--- src/rtl/cnv_readout_pkg.sv ---
package cnv_readout_pkg;
  typedef enum logic [2:0] {
    ST_IDLE,
    ST_CONV,
    ST_WAIT,
    ST_ACQ,
    ST_READ,
    ST_DONE
  } rd_state_t;
endpackage

--- src/rtl/edge_sync.sv ---
module edge_sync (
  input  logic clk,
  input  logic rst_n,
  input  logic async_in,
  output logic level,
  output logic rise,
  output logic fall
);
  logic meta_q, sync_q, prev_q;

  always_ff @(posedge clk or negedge rst_n) begin
    if (!rst_n) begin
      meta_q <= 1'b0;
      sync_q <= 1'b0;
      prev_q <= 1'b0;
    end else begin
      meta_q <= async_in;
      sync_q <= meta_q;
      prev_q <= sync_q;
    end
  end

  assign level = sync_q;
  assign rise  = sync_q & ~prev_q;
  assign fall  = ~sync_q & prev_q;
endmodule

--- src/rtl/conv_timer.sv ---
module conv_timer #(
  parameter int CONV_CYCLES = 40,
  localparam int CNT_W = $clog2(CONV_CYCLES + 1)
) (
  input  logic clk,
  input  logic rst_n,
  input  logic start,
  output logic busy,
  output logic done
);
  logic [CNT_W-1:0] cnt_q;
  logic             busy_q;

  always_ff @(posedge clk or negedge rst_n) begin
    if (!rst_n) begin
      cnt_q  <= '0;
      busy_q <= 1'b0;
    end else if (busy_q) begin
      if (cnt_q == '0) busy_q <= 1'b0;
      else             cnt_q  <= cnt_q - 1'b1;
    end else if (start) begin
      cnt_q  <= CNT_W'(CONV_CYCLES - 1);
      busy_q <= 1'b1;
    end
  end

  assign busy = busy_q;
  assign done = busy_q && (cnt_q == '0);

  // once running, the timer keeps going until its count runs out
  assert_runs_to_end_R3: assert property (@(posedge clk) disable iff (!rst_n)
    busy_q && cnt_q != '0 |=> busy_q && cnt_q == $past(cnt_q) - 1'b1);
endmodule

--- src/rtl/word_shifter.sv ---
module word_shifter #(
  parameter int DATA_W = 16,
  localparam int BIT_W = $clog2(DATA_W)
) (
  input  logic              clk,
  input  logic              rst_n,
  input  logic              load,
  input  logic [DATA_W-1:0] load_data,
  input  logic              shift,
  output logic              msb,
  output logic              last
);
  logic [DATA_W-1:0] sh_q;
  logic [BIT_W-1:0]  idx_q;

  always_ff @(posedge clk or negedge rst_n) begin
    if (!rst_n) begin
      sh_q  <= '0;
      idx_q <= '0;
    end else if (load) begin
      sh_q  <= load_data;
      idx_q <= '0;
    end else if (shift) begin
      sh_q  <= {sh_q[DATA_W-2:0], 1'b0};
      idx_q <= idx_q + 1'b1;
    end
  end

  assign msb  = sh_q[DATA_W-1];
  assign last = (idx_q == BIT_W'(DATA_W - 1));
endmodule

--- src/rtl/cnv_readout.sv ---
module cnv_readout
  import cnv_readout_pkg::*;
#(
  parameter int DATA_W      = 16,
  parameter int CONV_CYCLES = 40
) (
  input  logic              clk,
  input  logic              rst_n,
  input  logic              cnv,
  input  logic              sck,
  input  logic              res_valid,
  output logic              res_ready,
  input  logic [DATA_W-1:0] res_data,
  output logic              sdo_d,
  output logic              sdo_en
);
  rd_state_t state_q, state_d;
  logic cnv_lvl, cnv_rise, cnv_fall;
  logic sck_lvl, sck_rise, sck_fall;
  logic tmr_start, tmr_busy, tmr_done;
  logic sh_load, sh_shift, sh_msb, sh_last;
  logic take;

  edge_sync u_cnv_sync (
    .clk(clk), .rst_n(rst_n), .async_in(cnv),
    .level(cnv_lvl), .rise(cnv_rise), .fall(cnv_fall)
  );

  edge_sync u_sck_sync (
    .clk(clk), .rst_n(rst_n), .async_in(sck),
    .level(sck_lvl), .rise(sck_rise), .fall(sck_fall)
  );

  conv_timer #(.CONV_CYCLES(CONV_CYCLES)) u_timer (
    .clk(clk), .rst_n(rst_n), .start(tmr_start),
    .busy(tmr_busy), .done(tmr_done)
  );

  word_shifter #(.DATA_W(DATA_W)) u_shift (
    .clk(clk), .rst_n(rst_n), .load(sh_load), .load_data(res_data),
    .shift(sh_shift), .msb(sh_msb), .last(sh_last)
  );

  assign take      = (state_q == ST_WAIT) && res_valid;
  assign sh_load   = take;
  assign res_ready = (state_q == ST_WAIT);
  assign sdo_en    = (state_q == ST_READ);
  assign sdo_d     = sh_msb;

  always_comb begin
    state_d   = state_q;
    tmr_start = 1'b0;
    sh_shift  = 1'b0;
    unique case (state_q)
      ST_CONV: if (tmr_done) state_d = ST_WAIT;
      ST_WAIT: if (res_valid) state_d = ST_ACQ;
      ST_ACQ:  if (!cnv_lvl) state_d = ST_READ;
      ST_READ: begin
        if (cnv_rise) begin
          state_d   = ST_CONV;
          tmr_start = 1'b1;
        end else if (sck_fall) begin
          if (sh_last) state_d = ST_DONE;
          else         sh_shift = 1'b1;
        end
      end
      default: begin
        if (cnv_rise) begin
          state_d   = ST_CONV;
          tmr_start = 1'b1;
        end
      end
    endcase
  end

  always_ff @(posedge clk or negedge rst_n) begin
    if (!rst_n) state_q <= ST_IDLE;
    else        state_q <= state_d;
  end

  // a select rise during readout releases the output next cycle
  assert_abort_release_R9: assert property (@(posedge clk) disable iff (!rst_n)
    sdo_en && cnv_rise |=> !sdo_en && tmr_busy);

  // data only moves after a synchronized falling clock edge
  assert_data_hold_R7: assert property (@(posedge clk) disable iff (!rst_n)
    sdo_en && $past(sdo_en) && !$past(sck_fall) |-> sdo_d == $past(sdo_d));

  // the handshake and the output never overlap a running conversion
  assert_quiet_in_conv_R2: assert property (@(posedge clk) disable iff (!rst_n)
    tmr_busy |-> !sdo_en && !res_ready);

  // the output only turns on while the select is low
  assert_enable_when_low_R5: assert property (@(posedge clk) disable iff (!rst_n)
    $rose(sdo_en) |-> !$past(cnv_lvl));

  // waiting for a word keeps the pad released
  assert_wait_released_R4: assert property (@(posedge clk) disable iff (!rst_n)
    res_ready && !res_valid |=> !sdo_en);
endmodule

--- config.mk ---
export PLATFORM = sky130hd
export DESIGN_NAME = cnv_readout
export DESIGN_NICKNAME = d
export VERILOG_FILES = /design/src/rtl/cnv_readout_pkg.sv /design/src/rtl/edge_sync.sv /design/src/rtl/conv_timer.sv /design/src/rtl/word_shifter.sv /design/src/rtl/cnv_readout.sv
export SDC_FILE = /design/constraint.sdc
export NUM_CORES = 1
export LEC_CHECK = 0
export ABC_AREA = 1
export BUFFER_PORTS_ARGS = -buffer_cell sky130_fd_sc_hd__buf_2
export CAP_MARGIN = 0
export CORE_MARGIN = 3
export CORE_UTILIZATION = 45
export DETAILED_ROUTE_END_ITERATION = 16
export PLACE_DENSITY = 0.71
export SYNTH_ARGS = -nofsm -noshare
export SYNTH_HDL_FRONTEND = slang
export SYNTH_HIERARCHICAL = 1
export SYNTH_SLANG_ARGS = --single-unit
--- constraint.sdc ---
create_clock -name clk -period 2.5 [get_ports clk]
set_input_delay 0.25 -clock clk [delete_from_list [all_inputs] [get_ports clk]]
set_output_delay 0.25 -clock clk [all_outputs]
set_load 0.02 [all_outputs]
# ---- Word-level counts from Yosys, hierarchy flattened
# Cells that the tools add are included.
dict set report word_totals {
  register_bits 36
  in_bits 21
  output_inout_bits 3
  elab_cells 61
}
dict set report classes {
  add_sub_neg 2
  n_eq_ne 11
  n_mux 24
  n_bitwise 4
  n_reduce_logical 9
}
# cell count
set ops {}
lappend ops {{2-to-1 mux 16 bit} 2}
lappend ops {{2-to-1 mux 3 bit} 7}
lappend ops {{2-to-1 mux 6 bit} 3}
lappend ops {{one-hot mux 3 bit (4 select lines)} 1}
lappend ops {{2-to-1 mux 1 bit} 9}
lappend ops {{2-to-1 mux 4 bit} 2}
lappend ops {{inequality test 2 bit, second input constant} 4}
lappend ops {{equality test 3 x 2 -> 1 bit, second input constant} 2}
lappend ops {{logical NOT 6 bit} 1}
lappend ops {{inequality test 3 x 1 -> 1 bit, second input constant} 2}
lappend ops {{AND reduction 6 bit} 1}
lappend ops {{subtractor 6 x 1 -> 6 bit, second input constant} 1}
lappend ops {{nonzero test 5 bit} 1}
lappend ops {{adder 4 x 1 -> 4 bit, second input constant} 1}
lappend ops {{equality test 4 bit, second input constant} 1}
lappend ops {{nonzero test 2 bit} 2}
lappend ops {{equality test 3 x 1 -> 1 bit, second input constant} 1}
lappend ops {{equality test 3 bit, second input constant} 1}
lappend ops {{OR reduction 3 bit} 1}
lappend ops {{bitwise AND 1 bit} 2}
lappend ops {{logical AND 1 bit} 2}
lappend ops {{NOT 1 bit} 2}
lappend ops {{AND reduction 2 bit} 1}

# ---- Depth between registers and ports, before layout
dict set report logic_depth {
  ltp_word 7
  mapped_depth 13
  mapped_depth_nobuf 13
}

# ---- By module
# Netlist, hierarchy kept.
# module n_inst cells_each area_per_inst_um2 seq_area_each_um2
set modules_own_cells {}
lappend modules_own_cells {word_shifter 1 104 932.1 500.5}
lappend modules_own_cells {conv_timer 1 56 460.4 175.2}
lappend modules_own_cells {cnv_readout 1 45 282.8 75.1}
lappend modules_own_cells {edge_sync 2 7 90.1 75.1}

# ---- Least setup slack after synthesis
# No wires, ideal clock.
dict set report synth_timing {
  kind {reg-to-reg}
  start {register u_shift.idx_q[0]}
  end {register u_shift.sh_q[15]}
  setup_ps 66
  arrival_ps 1834
  t_required_ps 2434
  slack_ps 600
  stages_incl_launch_ff 10
  n_path_buf 1
  synth_period_minus_slack_ps 1900
  path_cell_list {dfrtp_1 -> ha_1 -> nand2_1 -> nor2_1 -> nor3b_1 -> inv_2 -> nor2_4 -> buf_6 -> nand2_1 -> nand3_2}
}
dict set report synth_via {
  elab_chain_len 6
}
# item line
set synth_lines {}
lappend synth_lines {{start: declaration} word_shifter.sv:14} ;# logic [BIT_W-1:0] idx_q;
lappend synth_lines {{start signal: assignment} word_shifter.sv:25} ;# idx_q <= idx_q + 1'b1;
lappend synth_lines {{equality test 4 bit} word_shifter.sv:30} ;# assign last = (idx_q == BIT_W'(DATA_W - 1));
lappend synth_lines {{net sh_last} cnv_readout.sv:21} ;# logic sh_load, sh_shift, sh_msb, sh_last;
lappend synth_lines {{2-to-1 mux 1 bit} cnv_readout.sv:63} ;# if (sh_last) state_d = ST_DONE;
lappend synth_lines {{2-to-1 mux 1 bit} cnv_readout.sv:62} ;# end else if (sck_fall) begin
lappend synth_lines {{2-to-1 mux 1 bit} cnv_readout.sv:59} ;# if (cnv_rise) begin
lappend synth_lines {{2-to-1 mux 1 bit} cnv_readout.sv:54} ;# unique case (state_q)
lappend synth_lines {{net sh_shift} cnv_readout.sv:21}
lappend synth_lines {{nonzero test 2 bit (no source line)} n/a}
lappend synth_lines {{end signal: assignment} word_shifter.sv:21} ;# sh_q <= load_data;
lappend synth_lines {{end signal: assignment} word_shifter.sv:24} ;# sh_q <= {sh_q[DATA_W-2:0], 1'b0};
lappend synth_lines {{end: declaration} word_shifter.sv:13} ;# logic [DATA_W-1:0] sh_q;
# The timed path passes the listed nets, and every way through them passes these cells.
# A chain may end at the register's enable or synchronous reset.

# ---- Final worst setup path
dict set report layout_timing {
  start {register state_q[0]}
  end {register u_shift.idx_q[0]}
}
dict set report layout_via {
  elab_chain_len 3
  elab_cells_between_ends 6
  cone_classes {2 x eq/ne; 2 x mux; 2 x reduce/logical}
}
# item line
set layout_lines {}
lappend layout_lines {{start: declaration} cnv_readout.sv:17} ;# rd_state_t state_q, state_d;
lappend layout_lines {{start signal: assignment} cnv_readout.sv:78} ;# else state_q <= state_d;
lappend layout_lines {{equality test 3 bit} cnv_readout.sv:54}
lappend layout_lines {{2-to-1 mux 1 bit} cnv_readout.sv:54}
lappend layout_lines {{net sh_shift} cnv_readout.sv:21}
lappend layout_lines {{nonzero test 2 bit (no source line)} n/a}
# The timed path passes the listed nets, and every way through them passes these cells.

==> flow_summary.json <==
{
  "cts_resized": 0,
  "finalSetupTns_ns": 0,
  "irDropWorstVdd_mv": 0.646,
  "insertedDiodeCount": 0,
  "clockPowerShare_pct": 22.3,
  "topRoutingLayerUsed": "met4",
  "cellLeakagePower_uw": 0.00112,
  "setup_viol": 0,
  "met2_length_um": 1480,
  "tightest_slew_ns": 0.774,
  "max_stage_delay_ns": 0.44,
  "cts.sinks": 36,
  "dp_hpwl_um": 2220,
  "path_cells": "nor2_1, nand3_1, nor3b_1, buf_4, inv_2, nor2_4, inv_1, a21oi_1",
  "seq_power_share_pct": 39.7,
  "dieWidth_um": 70.0,
  "cp_data_arrival_time_ns": 2.04,
  "preCtsSetupSlack_ns": 0.692,
  "synthesis.nets": 239,
  "wl_met3_um": 140,
  "r2r_setup_slack_ns": 0.67,
  "place.port_buffers": 23,
  "rsz0062_at_grt": "no",
  "core_area_um2": 3800,
  "drc_errors": 0,
  "p_comb_share_pct": 38.0,
  "layout_commonest_cell": "nand2_1",
  "path_class": "flop to flop",
  "track_usage_pct": 14.1,
  "internal-power_uw": 1520,
  "fmax_mhz": 546,
  "path_clk_slew_ns": 0.07,
  "ctsRootBufferMaster": "clkbuf_8",
  "syn_area_per_cell_um2": 8.56,
  "crit_start": "state_q[0]$_DFFE_PN0P_",
  "timing.hold.ws_ns": 0.0442,
  "p_sw_share_pct": 38.1,
  "period_minus_slack_ns": 1.83,
  "num_vias": 1398,
  "hold_viol": 0,
  "power.density_nw_per_um2": 1160,
  "first_pass_iters": 4,
  "routed_wl_um": 3070,
  "dr.first_iter.drc_count": 49,
  "clk_path_buf_depth": 2,
  "final.setup.worst_slack_ns": 0.669,
  "antenna_found_initial": 0,
  "wl_per_cell_um": 10.6,
  "synth_area_um2": 1840,
  "regToRegEndpoint": "u_shift/idx_q[0]$_DFFE_PN0P_",
  "finalNetCount": 266,
  "grt_max_degree": 37,
  "rows": 22,
  "ctsHoldBuffers": 0,
  "status": "completed",
  "layout_common_cells": "66 x nand2_1, 36 x dfrtp_1, 25 x inv_1, 23 x buf_2, 20 x nand3_1",
  "cts_tree": "yes",
  "yosysWarningCount": 6,
  "htreeDepth": 2,
  "crit_fanout": 15,
  "endpoint_kind": "flop",
  "postCtsSetupRepairBufs": 0,
  "area_growth_pct": 14.7,
  "syn_inst": 215,
  "dieArea_um2": 4890,
  "fin_crit_sh_pct": 73.3,
  "grt_pass1_wl_um": 5640,
  "wl_met1_um": 1420,
  "skew_ns": 0.00450,
  "fin_util_pct": 55.6,
  "initial_core_util_pct": 48.5,
  "grt_pass1_vias": 1329,
  "r2r.worst_path.cells": 8,
  "critPathLaunchType": "flop",
  "overflow": 0,
  "power.switching_uw": 934,
  "hold_class": "input pin to async pin",
  "worstReg2RegStart": "state_q[0]$_DFFE_PN0P_",
  "via_per_inst": 4.80,
  "max_cap_viol_count": 0,
  "cp.required_ns": 2.70,
  "ant_nets": 0,
  "worst_slew_margin_rel_pct": 48.4,
  "ios": 24,
  "maxSlewViolCount": 0,
  "drive_gt1_share_pct": 24.7,
  "critical-path-slowest-cell": "dfrtp_1",
  "routabilityCongestion": 0.854,
  "cts_buffers": 5,
  "die_h_um": 70.0,
  "worstSkewPairLatency_ns": 0.28
}
per-layer routing:
metal,vias to the layer above,track usage [%]
met3,3,3.45
met5,-,0
met2,33,23.2
li1,729,-
met1,633,17.8
met4,0,5.74
stage by stage:
step | cell area (um2) | cells | total power, uW
3_3_place_gp | 1980 | 283 | 1900
3_5_place_dp | 1980 | 283 | 1920
2_1_floorplan | 1840 | 215 | 1740
4_1_cts | 2110 | 291 | 2490
5_1_grt | 2110 | 291 | 2680
6_report | 2110 | 291 | 2450
state kept, by name (all words and copies together), names as in the netlist:
name               flops
u_shift/sh_q          16
u_timer/cnt_q          6
u_shift/idx_q          4
state_q                3
u_cnv_sync/level       1
u_cnv_sync/meta_q      1
u_cnv_sync/prev_q      1
u_sck_sync/level       1
u_sck_sync/meta_q      1
u_sck_sync/prev_q      1
u_timer/busy           1
cell type report:
class                           instances  area, um2
Multi-Input combinational cell        143        773
Clock inverter                          1       30.0
Sequential cell                        36        901
Tap cell                               48       60.1
Inverter                               31        120
Clock buffer                            7       96.3
Timing Repair Buffer                   25        130
Fill cell                             354       1690
power by group through the flow:
| stage | clock [uW] | combinational [uW] | sequential [uW] |
|---|---|---|---|
| floorplan | 0 | 795 | 946 |
| global placement | 0 | 925 | 974 |
| detailed placement | 0 | 944 | 978 |
| CTS | 566 | 946 | 973 |
| global route | 588 | 1080 | 1000 |
| finish | 546 | 932 | 974 |
how the worst max path moves through the flow:
stage          slack (ns)                           end  cells after the start
6_report             0.67  u_shift/idx_q[0]$_DFFE_PN0P_                      8
5_1_grt              0.48  u_shift/idx_q[0]$_DFFE_PN0P_                      9
4_1_cts              0.66  u_shift/idx_q[0]$_DFFE_PN0P_                      9
3_5_place_dp         0.69   u_shift/sh_q[1]$_DFFE_PN0P_                      9
3_3_place_gp         0.78   u_shift/sh_q[1]$_DFFE_PN0P_                      9
2_1_floorplan        0.60  u_shift/sh_q[15]$_DFFE_PN0P_                      9
worst max-delay path, delay by kind of cell (launching register included):
kind | cells | cell delay [ns]
and+or+nand+nor | 4 | 0.78
DFF | 1 | 0.44
buffers and inverters | 3 | 0.39
AOI/OAI and AO/OA | 1 | 0.15
No activity file was read; power rests on OpenSTA's default activity.
